**src/rtl/bmc_dec_pkg.sv**
```systemverilog
package bmc_dec_pkg;

  typedef enum logic [1:0] {
    ST_HOLD  = 2'd0,
    ST_RUN   = 2'd1,
    ST_LATCH = 2'd2
  } dec_state_t;

endpackage

```
**src/rtl/bmc_sync.sv**
```systemverilog
module bmc_sync #(
  parameter int STAGES = 2
) (
  input  logic clk,
  input  logic line_i,
  output logic line_s,
  output logic line_q
);

  // Shift chain with no reset: it only carries the line level.
  logic [STAGES:0] chain;

  always_ff @(posedge clk) begin
    chain <= {chain[STAGES-1:0], line_i};
  end

  assign line_s = chain[STAGES-1];
  assign line_q = chain[STAGES];

endmodule

```
**src/rtl/bmc_sample_timer.sv**
```systemverilog
module bmc_sample_timer #(
  parameter int LOAD = 12,
  localparam int W = $clog2(LOAD + 1)
) (
  input  logic         clk,
  input  logic         rst,
  input  logic         hold,
  output logic [W-1:0] cnt_o,
  output logic         fire_o
);

  always_ff @(posedge clk) begin
    if (rst || hold) begin
      cnt_o <= W'(LOAD - 1);
    end else if (cnt_o != '0) begin
      cnt_o <= cnt_o - 1'b1;
    end
  end

  assign fire_o = !hold && (cnt_o == '0);

endmodule

```
**src/rtl/bmc_idle_timer.sv**
```systemverilog
module bmc_idle_timer #(
  parameter int LIMIT = 24,
  localparam int W = $clog2(LIMIT + 1)
) (
  input  logic clk,
  input  logic rst,
  input  logic en,
  output logic expire_o
);

  logic [W-1:0] cnt;

  always_ff @(posedge clk) begin
    if (rst || !en) begin
      cnt <= '0;
    end else if (cnt != W'(LIMIT - 1)) begin
      cnt <= cnt + 1'b1;
    end
  end

  assign expire_o = en && (cnt == W'(LIMIT - 1));

endmodule

```
**src/rtl/bmc_dec_ctrl.sv**
```systemverilog
module bmc_dec_ctrl
  import bmc_dec_pkg::*;
(
  input  logic       clk,
  input  logic       rst,
  input  logic       line_s,
  input  logic       line_q,
  input  logic       fire_i,
  input  logic       expire_i,
  output dec_state_t state_o,
  output logic       idle_en_o,
  output logic       prev_valid_o,
  output logic       data_o,
  output logic       strobe_o,
  output logic       los_o
);

  dec_state_t state;
  logic       prev_smp;
  logic       prev_valid;
  logic       ref_lvl;
  logic       restart;

  // With a stored sample, any difference from it is an edge. Without one,
  // compare with the previous synchronized level.
  assign ref_lvl   = prev_valid ? prev_smp : line_q;
  assign restart   = (state == ST_HOLD) && (line_s != ref_lvl);
  assign idle_en_o = (state == ST_HOLD) && prev_valid && !restart;

  always_ff @(posedge clk) begin
    if (rst) begin
      state      <= ST_HOLD;
      prev_smp   <= 1'b0;
      prev_valid <= 1'b0;
      data_o     <= 1'b0;
      strobe_o   <= 1'b0;
      los_o      <= 1'b0;
    end else begin
      strobe_o <= 1'b0;
      unique case (state)
        ST_HOLD: begin
          if (restart) begin
            state <= ST_RUN;
            los_o <= 1'b0;
          end else if (expire_i) begin
            los_o      <= 1'b1;
            prev_valid <= 1'b0;
          end
        end
        ST_RUN: begin
          if (fire_i) begin
            state <= ST_LATCH;
            if (prev_valid) begin
              data_o <= ~(line_s ^ prev_smp);
            end
          end
        end
        ST_LATCH: begin
          prev_smp   <= line_s;
          prev_valid <= 1'b1;
          strobe_o   <= prev_valid;
          state      <= ST_HOLD;
        end
        default: state <= ST_HOLD;
      endcase
    end
  end

  assign state_o      = state;
  assign prev_valid_o = prev_valid;

endmodule

```
**src/rtl/bmc_decoder.sv**
```systemverilog
module bmc_decoder
  import bmc_dec_pkg::*;
#(
  parameter int BIT_CLKS    = 16,
  parameter int SYNC_STAGES = 2
) (
  input  logic clk,
  input  logic rst,
  input  logic bmc_i,
  output logic data_o,
  output logic strobe_o,
  output logic los_o
);

  localparam int SAMPLE_CLKS = (BIT_CLKS * 3) / 4;
  localparam int LOS_CLKS    = (BIT_CLKS * 3) / 2;
  localparam int SW          = $clog2(SAMPLE_CLKS + 1);

  logic          line_s;
  logic          line_q;
  logic [SW-1:0] samp_cnt;
  logic          fire;
  logic          expire;
  logic          idle_en;
  logic          prev_valid;
  dec_state_t    state;

  bmc_sync #(
    .STAGES(SYNC_STAGES)
  ) u_sync (
    .clk   (clk),
    .line_i(bmc_i),
    .line_s(line_s),
    .line_q(line_q)
  );

  bmc_sample_timer #(
    .LOAD(SAMPLE_CLKS)
  ) u_samp (
    .clk   (clk),
    .rst   (rst),
    .hold  (state != ST_RUN),
    .cnt_o (samp_cnt),
    .fire_o(fire)
  );

  bmc_idle_timer #(
    .LIMIT(LOS_CLKS)
  ) u_idle (
    .clk     (clk),
    .rst     (rst),
    .en      (idle_en),
    .expire_o(expire)
  );

  bmc_dec_ctrl u_ctrl (
    .clk         (clk),
    .rst         (rst),
    .line_s      (line_s),
    .line_q      (line_q),
    .fire_i      (fire),
    .expire_i    (expire),
    .state_o     (state),
    .idle_en_o   (idle_en),
    .prev_valid_o(prev_valid),
    .data_o      (data_o),
    .strobe_o    (strobe_o),
    .los_o       (los_o)
  );

endmodule

```
**config.mk**
```make
export PLATFORM = sky130hd
export DESIGN_NAME = bmc_decoder
export DESIGN_NICKNAME = d
export VERILOG_FILES = /design/src/rtl/bmc_dec_pkg.sv /design/src/rtl/bmc_sync.sv /design/src/rtl/bmc_sample_timer.sv /design/src/rtl/bmc_idle_timer.sv /design/src/rtl/bmc_dec_ctrl.sv /design/src/rtl/bmc_decoder.sv
export SDC_FILE = /design/constraint.sdc
export NUM_CORES = 1
export LEC_CHECK = 0
export BUFFER_PORTS_ARGS = -buffer_cell sky130_fd_sc_hd__buf_2
export CORE_MARGIN = 4
export CORE_UTILIZATION = 59
export DETAILED_ROUTE_END_ITERATION = 10
export PLACE_DENSITY = 0.83
export SYNTH_ARGS = -nofsm -noshare
export SYNTH_HDL_FRONTEND = slang
export SYNTH_SLANG_ARGS = --single-unit
```
**constraint.sdc**
```tcl
create_clock -name clk -period 2 [get_ports clk]
set_input_delay 0.2 -clock clk [delete_from_list [all_inputs] [get_ports clk]]
set_output_delay 0.2 -clock clk [all_outputs]
set_load 0.01 [all_outputs]
```
# ---- Yosys cells after proc, flatten, opt, wreduce, memory -nomap -nowiden
# Cells that the tools add are included.
dict set report word_totals {
  inputBits 3
  out_inout_bits 3
  ff_bits 19
}
dict set report op_classes {
  addsub 2
  n_reduce_logical 20
  n_eq_ne 10
  bitwise 3
  muxes 9
}
# op n
set ops {}
lappend ops {{$ne 2x2->1 const B} 3}
lappend ops {{$reduce_and 3->1} 2}
lappend ops {{$add 5x1->5 const B} 1}
lappend ops {{$eq 5x5->1 const B} 1}
lappend ops {{$logic_and 1x1->1} 5}
lappend ops {{$mux 1} 5}
lappend ops {{$ne 5x5->1 const B} 1}
lappend ops {{$logic_not 4->1} 1}
lappend ops {{$mux 2} 2}
lappend ops {{$ne 2x1->1 const B} 2}
lappend ops {{$pmux 2 s2} 1}
lappend ops {{$reduce_and 2->1} 2}
lappend ops {{$reduce_bool 2->1} 2}
lappend ops {{$reduce_bool 4->1} 1}
lappend ops {{$sub 4x1->4 const B} 1}
lappend ops {{$logic_not 1->1} 3}
lappend ops {{$eq 2x1->1 const B} 1}
lappend ops {{$eq 2x2->1 const B} 1}
lappend ops {{$logic_not 2->1} 1}
lappend ops {{$logic_or 1x1->1} 2}
lappend ops {{$not 1->1} 2}
lappend ops {{$pmux 1 s2} 1}
lappend ops {{$reduce_or 2->1} 1}
lappend ops {{$ne 1x1->1} 1}
lappend ops {{$xor 1x1->1} 1}

# ---- Depth between registers and ports, before layout
# Gate-level depths: netlist of the first run.
dict set report logic_depth {
  depth_word 9
  depth_mapped 5
  ltp_nobuf 5
}

# ---- Cells and area by module
# From an unflattened synthesis of the first run, not the netlist that was laid out.
dict set report hier_totals {
  hier_cells 81
  area_unflattened_um2 833.3
}
# module seq_area_each_um2 cells_each area_each_um2 instances
set modules_own_cells {}
lappend modules_own_cells {bmc_dec_ctrl 140.1 30 316.6 1}
lappend modules_own_cells {bmc_idle_timer 100.1 24 247.7 1}
lappend modules_own_cells {bmc_sample_timer 80.1 23 202.7 1}
lappend modules_own_cells {bmc_sync 60.1 3 60.1 1}
lappend modules_own_cells {bmc_decoder 0.0 1 6.3 1}

# ---- Worst setup path before layout of the first run
# OpenSTA, ideal clock, no wires.
dict set report synth_path {
  path_kind {register to register}
  from {reg u_samp.cnt_o[0]}
  to {reg u_ctrl.state[0], in the netlist u_ctrl.state_o[0]}
  setup_ns 0.117
  arrival_ns 1.153
  path_slack_ns 0.730
  stages_incl_launch_ff 5
  cell_sequence {dfxtp_1 > inv_1 > ha_1 > or3b_4 > a22o_1}
}
dict set report synth_via {
  elab_chain_len 4
}
# element line_no
set synth_lines {}
lappend synth_lines {{start, declared} bmc_sample_timer.sv:8} ;# output logic [W-1:0] cnt_o,
lappend synth_lines {{start signal, assigned} bmc_sample_timer.sv:14} ;# cnt_o <= W'(LOAD - 1);
lappend synth_lines {{start signal, assigned} bmc_sample_timer.sv:16} ;# cnt_o <= cnt_o - 1'b1;
lappend synth_lines {{$logic_not 4->1} bmc_sample_timer.sv:20} ;# assign fire_o = !hold && (cnt_o == '0);
lappend synth_lines {{$logic_and 1x1->1} bmc_sample_timer.sv:20}
lappend synth_lines {{$ne 2x2->1 (no line)} -}
lappend synth_lines {{$reduce_and 2->1 (no line)} -}
lappend synth_lines {{end signal, assigned} bmc_dec_ctrl.sv:32} ;# state <= ST_HOLD;
lappend synth_lines {{end signal, assigned} bmc_dec_ctrl.sv:43} ;# state <= ST_RUN;
lappend synth_lines {{end signal, assigned} bmc_dec_ctrl.sv:52} ;# state <= ST_LATCH;
lappend synth_lines {{end, declared} bmc_dec_ctrl.sv:18} ;# dec_state_t state;
# No other way between the ends.
# A chain may end at the register's enable or synchronous reset.

# ---- Worst setup path in the final report of the first run
# Ends and elaborated chain as after synthesis.

==> flow_metrics.env, run 1 <==
export IMPL_drtIter0Drc=2
export IMPL_io_pins=6
export IMPL_syn_to_final_growth_pct=9.33
export IMPL_critPathMaxFanout=4
export IMPL_fp_row_count=13
export IMPL_cts_setup_buffers=0
export IMPL_critPathTopFamily="simple AND/OR/NAND/NOR gates"
export IMPL_drive_gt1_share_pct=18.2
export IMPL_cp_end_kind="flip-flop"
export IMPL_max_cap_violations=0
export IMPL_insertedDiodeCount=0
export IMPL_antenna_found_initial=0
export IMPL_pre_cts_slack_ns=0.642
export IMPL_clk_path_buf_depth=2
export IMPL_min_path_type="in2reg"
export IMPL_h_tree_depth=1
export IMPL_rsz0062_at_grt="false"
export IMPL_netlist_area_leader_share_pct=47.3
export IMPL_required_ns=2.20
export IMPL_synth_top_family_by_area="simple AND/OR/NAND/NOR gates"
export IMPL_cpPeakStageDelay_ns=0.41
export IMPL_core_sq_mm=0.00128
export IMPL_hold_ws_ns=0.135
export IMPL_postSynthCellCount=79
export IMPL_power_per_cell_area_mw_per_mm2=705
export IMPL_report_final_slew_viol_count=0
export IMPL_ir_drop_mv=0.475
export IMPL_die_w_um=44.9
export IMPL_nNetsFinal=95
export IMPL_syn_mean_instance_area_sq_um=10.2
export IMPL_seq_area_frac_synth_pct=47.3
export IMPL_dpl_hpwl_um=965
export IMPL_synth_area_leaders="dfxtp_1, mux2i_1, ha_1"
export IMPL_cp_num_buf_inv=1
export IMPL_wirelength_um=1290
export IMPL_crit_chain="inv_1 > ha_1 > or3b_4 > a22o_1"
export IMPL_clk_insertion_delay_late_ns=0.29
export IMPL_hold_viol_final=0
export IMPL_path_class="reg2reg"
export IMPL_grt_pass1_vias=545
export IMPL_drt_pass1_iter_count=3
export IMPL_muxShareOfSynthArea_pct=6.84
export IMPL_place_inst=98
export IMPL_fp_dieH_um=44.9
export IMPL_critPathLaunch="u_samp.cnt_o[0]$_SDFFE_PP1P_"
export IMPL_final_common_cell="dfxtp_1"
export IMPL_initial_core_util_pct=62.6
export IMPL_io_buffers=5
export IMPL_drc_errors=0
export IMPL_synth_compound_area_share_pct=6.22
export IMPL_layout_common_cells="dfxtp_1, nor2_1, buf_2"
export IMPL_fin_worst_skew_ns=0.00199
export IMPL_cts_tree="done"
export IMPL_relSlewSlack_pct=74.5
export IMPL_gp_congestion=0.816
export IMPL_cts_sinks=19
export IMPL_syn_nets=85
export IMPL_avgViaCountPerCell=5.46
export IMPL_leakage_uw=0.000374
export IMPL_worstMarginPinSlew_ns=0.380
export IMPL_grt_usage_pct=16.3
export IMPL_r2r_start="u_samp.cnt_o[0]$_SDFFE_PP1P_"
export IMPL_grt_pass1_wl_um=2400
export IMPL_cts_buffers_inserted=3
export IMPL_cts_root_buf="clkbuf_4"
export IMPL_clk_pin_slew_ns=0.10
export IMPL_yosysWarningCount=0
export IMPL_worst_endpoint_arrival_ns=1.57
export IMPL_vias=562
export IMPL_yosysUniqueCellTypes=30
export IMPL_crit_path_top_delay_cell="or3b_4"
export IMPL_synth_fa_ha_area_share_pct=4.67
export IMPL_ys_ff_latch=19
export IMPL_fmax_ghz=0.728
export IMPL_post_drt_wl_per_cell_um=12.5
export IMPL_final_cells=103
export IMPL_grt_max_degree=11
export IMPL_finalSetupViolations=0
export IMPL_ant_nets=0
export IMPL_fin_crit_sh_pct=68.6
export IMPL_synth_top_area_cell="dfxtp_1"
export IMPL_layout_setup_ws_ns=0.627
export IMPL_tns_ns=0
export IMPL_finalPower_uw=620
export IMPL_layout_min_cycle_time_ns=1.37
export IMPL_synthSimpleGateAreaFrac_pct=26.0
export IMPL_startpoint_type="flip-flop"
export IMPL_synthXorXnorAreaFrac_pct=6.53
export IMPL_synth_area_sq_um=805
export IMPL_gr_total_overflow=0
export IMPL_status="complete, no violations"
export IMPL_dieArea_sq_mm=0.00202
export IMPL_hp_start="rst"
-- layout make-up --
class,count,area (sq um)
fill,103,405
inverter,4,15.0
clock buffer,4,26.3
timing repair buffer,6,35.0
multi-input combinational,55,404
sequential,19,380
tap,15,18.8
-- registers in the layout (all words and copies together) (netlist names) --
name,count
u_samp.cnt_o,4
u_ctrl.strobe_o,1
u_ctrl.state_o,2
u_sync.chain,3
u_idle.cnt,5
u_ctrl.data_o,1
u_ctrl.prev_smp,1
u_ctrl.prev_valid_o,1
u_ctrl.los_o,1
-- timing repair --
item	4_1_cts	5_1_grt
gates resized for setup	0	0
hold buffers	1	0
hold endpoints to repair	1	0
setup endpoints to repair	0	0
-- Yosys cell counts (all sizes together) --
cell type and count:
dfxtp 19, a21oi 2, nand2 4, a22o 1, buf 1, and2 3, nand4 1, and3 1
xor2 3, mux2i 4, and4b 1, xnor2 3, or3b 1, nor2 8, nand3 4, inv 4
nor3 4, ha 3, nor3b 3, nor2b 2, a31oi 1, a21bo 1, o21ai 3, and3b 1
mux2 1
-- cell families after synthesis --
logic type,after synthesis
AOI/OAI and AO/OA,8
xor gates and xnor gates,6
adders and majority gates,3
buffers and inverters,5
DFF,19
muxes,5
and+or+nand+nor,33
-- final timing paths --
kind | slack [ns] | to | cells past startpoint
hold reg to reg | 0.34 | u_sync.chain[1]$_DFF_P_ | 0
setup reg to reg | 0.63 | u_ctrl.state_o[0]$_SDFFE_PP0P_ | 4
setup / recovery | 0.63 | u_ctrl.state_o[0]$_SDFFE_PP0P_ | 4
hold / removal | 0.14 | u_ctrl.prev_smp$_SDFFE_PP0P_ | 2
-- report_power, final --
part / total, uW / leakage, uW / switching (uW) / internal (uW)
registers: 394 / 0.000155 / 7.26 / 387
logic: 37.3 / 0.000204 / 17.6 / 19.8
clock network: 189 / 0.0000150 / 111 / 77.7
-- layer usage --
metal	global-route usage [%]	vias to the layer above	wire length, um
met5	0	-	0
li1	-	287	-
met3	2.39	5	31
met2	24.6	7	603
met4	10.5	0	36
met1	21.5	263	617
-- through the flow --
stage | cell area (sq um) | util [%]
3_3_place_gp | 843 | 65.6
6_report | 880 | 68.5
2_1_floorplan | 805 | -
5_1_grt | 880 | 68.5
3_5_place_dp | 843 | 65.6
4_1_cts | 880 | 68.5
Power figures use the tool's default switching activity.
==> inputs of run 2 (changes only) <==
--- a/config.mk
+++ b/config.mk
@@ -7,9 +7,9 @@
 export LEC_CHECK = 0
 export BUFFER_PORTS_ARGS = -buffer_cell sky130_fd_sc_hd__buf_2
 export CORE_MARGIN = 4
-export CORE_UTILIZATION = 59
+export CORE_UTILIZATION = 50
 export DETAILED_ROUTE_END_ITERATION = 10
-export PLACE_DENSITY = 0.83
+export PLACE_DENSITY = 0.76
 export SYNTH_ARGS = -nofsm -noshare
 export SYNTH_HDL_FRONTEND = slang
 export SYNTH_SLANG_ARGS = --single-unit
==> constraint.sdc (replaced) <==
create_clock -name clk -period 1.2 [get_ports clk]
set_input_delay 0.12 -clock clk [delete_from_list [all_inputs] [get_ports clk]]
set_output_delay 0.12 -clock clk [all_outputs]
set_load 0.01 [all_outputs]
==> flow_metrics.env, run 2 (synthesis results as in run 1) <==
export IMPL_fmax_ghz=0.801
export IMPL_antenna_found_initial=0
export IMPL_rsz0062_at_grt="true"
export IMPL_cts_sinks=19
export IMPL_clk_path_buf_depth=2
export IMPL_min_path_type="in2reg"
export IMPL_report_final_slew_viol_count=0
export IMPL_crit_chain="inv_2 > ha_4 > or3b_4 > and2_4 > o21ai_1"
export IMPL_top_register="u_idle.cnt"
export IMPL_r2r_start="u_samp.cnt_o[0]$_SDFFE_PP1P_"
export IMPL_ir_drop_mv=0.769
export IMPL_layout_setup_ws_ns=-0.0485
export IMPL_r2r_cells=5
export IMPL_layout_min_cycle_time_ns=1.25
export IMPL_drt_pass1_iter_count=4
export IMPL_worst_hold_path_endpoint="u_ctrl.data_o$_SDFFE_PP0P_"
export IMPL_grt_usage_pct=14.2
export IMPL_fin_worst_skew_ns=0.00547
export IMPL_dieArea_sq_mm=0.00231
export IMPL_cts_tree="done"
export IMPL_crit_reg2reg_capture="u_samp.cnt_o[1]$_SDFFE_PP1P_"
export IMPL_crit_path_top_delay_cell="or3b_4"
export IMPL_post_drt_wl_per_cell_um=11.9
export IMPL_final_area_sq_um=973
export IMPL_vias=575
export IMPL_holdPathStages=2
export IMPL_ant_nets=0
export IMPL_grt_pass1_vias=501
export IMPL_violations="negative setup slack"
export IMPL_hold_viol_final=0
export IMPL_finalSetupViolations=2
export IMPL_worst_endpoint_arrival_ns=1.48
export IMPL_drc_errors=0
export IMPL_core_sq_mm=0.00151
export IMPL_drtIter0Drc=19
export IMPL_hold_ws_ns=0.0639
export IMPL_critPathMaxFanout=4
export IMPL_final_common_cell="dfxtp_1"
export IMPL_status="finished, violations left"
export IMPL_grt_pass1_wl_um=2170
export IMPL_dpl_hpwl_um=995
export IMPL_power_per_cell_area_mw_per_mm2=1080
export IMPL_wirelength_um=1330
export IMPL_path_class="reg2reg"
export IMPL_syn_to_final_growth_pct=21.0
export IMPL_cts_buffers_inserted=3
export IMPL_largest_reg_flops=5
export IMPL_drive_gt1_share_pct=35.4
export IMPL_fin_crit_sh_pct=104
export IMPL_nNetsFinal=103
export IMPL_max_cap_violations=0
export IMPL_die_w_um=48.1
export IMPL_worstMarginPinSlew_ns=0.368
export IMPL_grt_max_degree=11
export IMPL_required_ns=1.43
export IMPL_insertedDiodeCount=0
export IMPL_avgViaCountPerCell=5.13
export IMPL_cts_root_buf="clkbuf_4"
export IMPL_hp_start="rst"
export IMPL_layout_common_cells="dfxtp_1, nor2_1, buf_4"
export IMPL_gr_total_overflow=0
export IMPL_clk_pin_slew_ns=0.10
export IMPL_cpPeakStageDelay_ns=0.39
export IMPL_clk_insertion_delay_late_ns=0.29
export IMPL_place_area_sq_um=918
export IMPL_top_regs="u_idle.cnt x5, u_samp.cnt_o x4, u_sync.chain x3"
export IMPL_cp_end_kind="flip-flop"
export IMPL_fp_dieH_um=48.1
export IMPL_io_pins=6
export IMPL_rrSetupSlack_ns=-0.05
export IMPL_leakage_uw=0.000405
export IMPL_h_tree_depth=1
export IMPL_gp_congestion=0.846
export IMPL_fp_row_count=14
export IMPL_initial_core_util_pct=53.4
export IMPL_relSlewSlack_pct=75.3
export IMPL_startpoint_type="flip-flop"
export IMPL_io_buffers=5
## run 2: changes by cell type in the layout (fill, tap and decap cells not counted)
cell / before / now
and4b_1: 1 / 0
ha_4: 0 / 2
ha_1: 3 / 1
inv_1: 4 / 2
inv_2: 0 / 2
and4b_2: 0 / 1
buf_4: 0 / 8
dfxtp_1: 19 / 14
dfxtp_2: 0 / 5
## run 2: cell type report
| cell class | count | area (sq um) |
|---|---|---|
| repair buffers | 14 | 95.1 |
| flip-flops and latches | 19 | 387 |
| well taps | 16 | 20.0 |
| inverters | 4 | 15.0 |
| clock buffers | 4 | 26.3 |
| fillers | 123 | 533 |
| multi-input cells | 55 | 430 |
## run 2: how the worst max path moves through the flow
stage               depth (start not counted)                        endpoint                         start  slack (ns)
finish                                      5    u_samp.cnt_o[1]$_SDFFE_PP1P_  u_samp.cnt_o[0]$_SDFFE_PP1P_       -0.05
global route                                4  u_ctrl.state_o[0]$_SDFFE_PP0P_  u_samp.cnt_o[0]$_SDFFE_PP1P_       -0.09
CTS                                         4  u_ctrl.state_o[0]$_SDFFE_PP0P_  u_samp.cnt_o[0]$_SDFFE_PP1P_       -0.04
detailed placement                          4  u_ctrl.state_o[0]$_SDFFE_PP0P_  u_samp.cnt_o[1]$_SDFFE_PP1P_       -0.04
global placement                            5    u_samp.cnt_o[1]$_SDFFE_PP1P_  u_samp.cnt_o[1]$_SDFFE_PP1P_       -0.03
floorplan                                   5    u_samp.cnt_o[1]$_SDFFE_PP1P_  u_samp.cnt_o[1]$_SDFFE_PP1P_       0.006
## run 2: critical path, delay by kind of cell, from the launching register on
kind / cells / cell delay, ns
simple gates: 2 / 0.55
flops: 1 / 0.34
fa+ha+maj: 1 / 0.13
compound gates: 1 / 0.09
buf+inv: 1 / 0.07
## run 2: through the flow
stage                     worst slack, ns  setup TNS, ns  util (%)  power (uW)  instances
after global placement            -0.0296        -0.0470      61.0         743        107
after detailed placement          -0.0361        -0.0704      61.0         744        107
after global routing              -0.0896         -0.269      64.6        1090        112
final                             -0.0485        -0.0937      64.6        1050        112
after CTS                         -0.0413        -0.0727      63.5        1060        112
after floorplan                   0.00586              0         -         719         79
## run 2: what timing repair did
item	in CTS	in global routing
pin swaps	2	1
cloned	0	0
gates resized for setup	2	5
buffers inserted	0	0
hold endpoints to repair	1	0
endpoints found under the setup margin	4	9
hold buffers	1	0
## run 2: power by group
part           switching [uW]  leakage, uW  internal [uW]  total, uW
Combinational            33.3     0.000235           42.3       75.7
Clock                     186    0.0000150            129        315
Sequential               12.8     0.000155            645        658
Total                     232     0.000405            817       1050
## run 2: per-layer routing
metal  vias up  GRT usage (%)  part of all wire, %
met5         -              0                    0
met4         0           9.68                  2.7
met3         4           4.43                  4.1
met2        11           19.5                   41
met1       255           18.7                   52
li1        305              -                    -
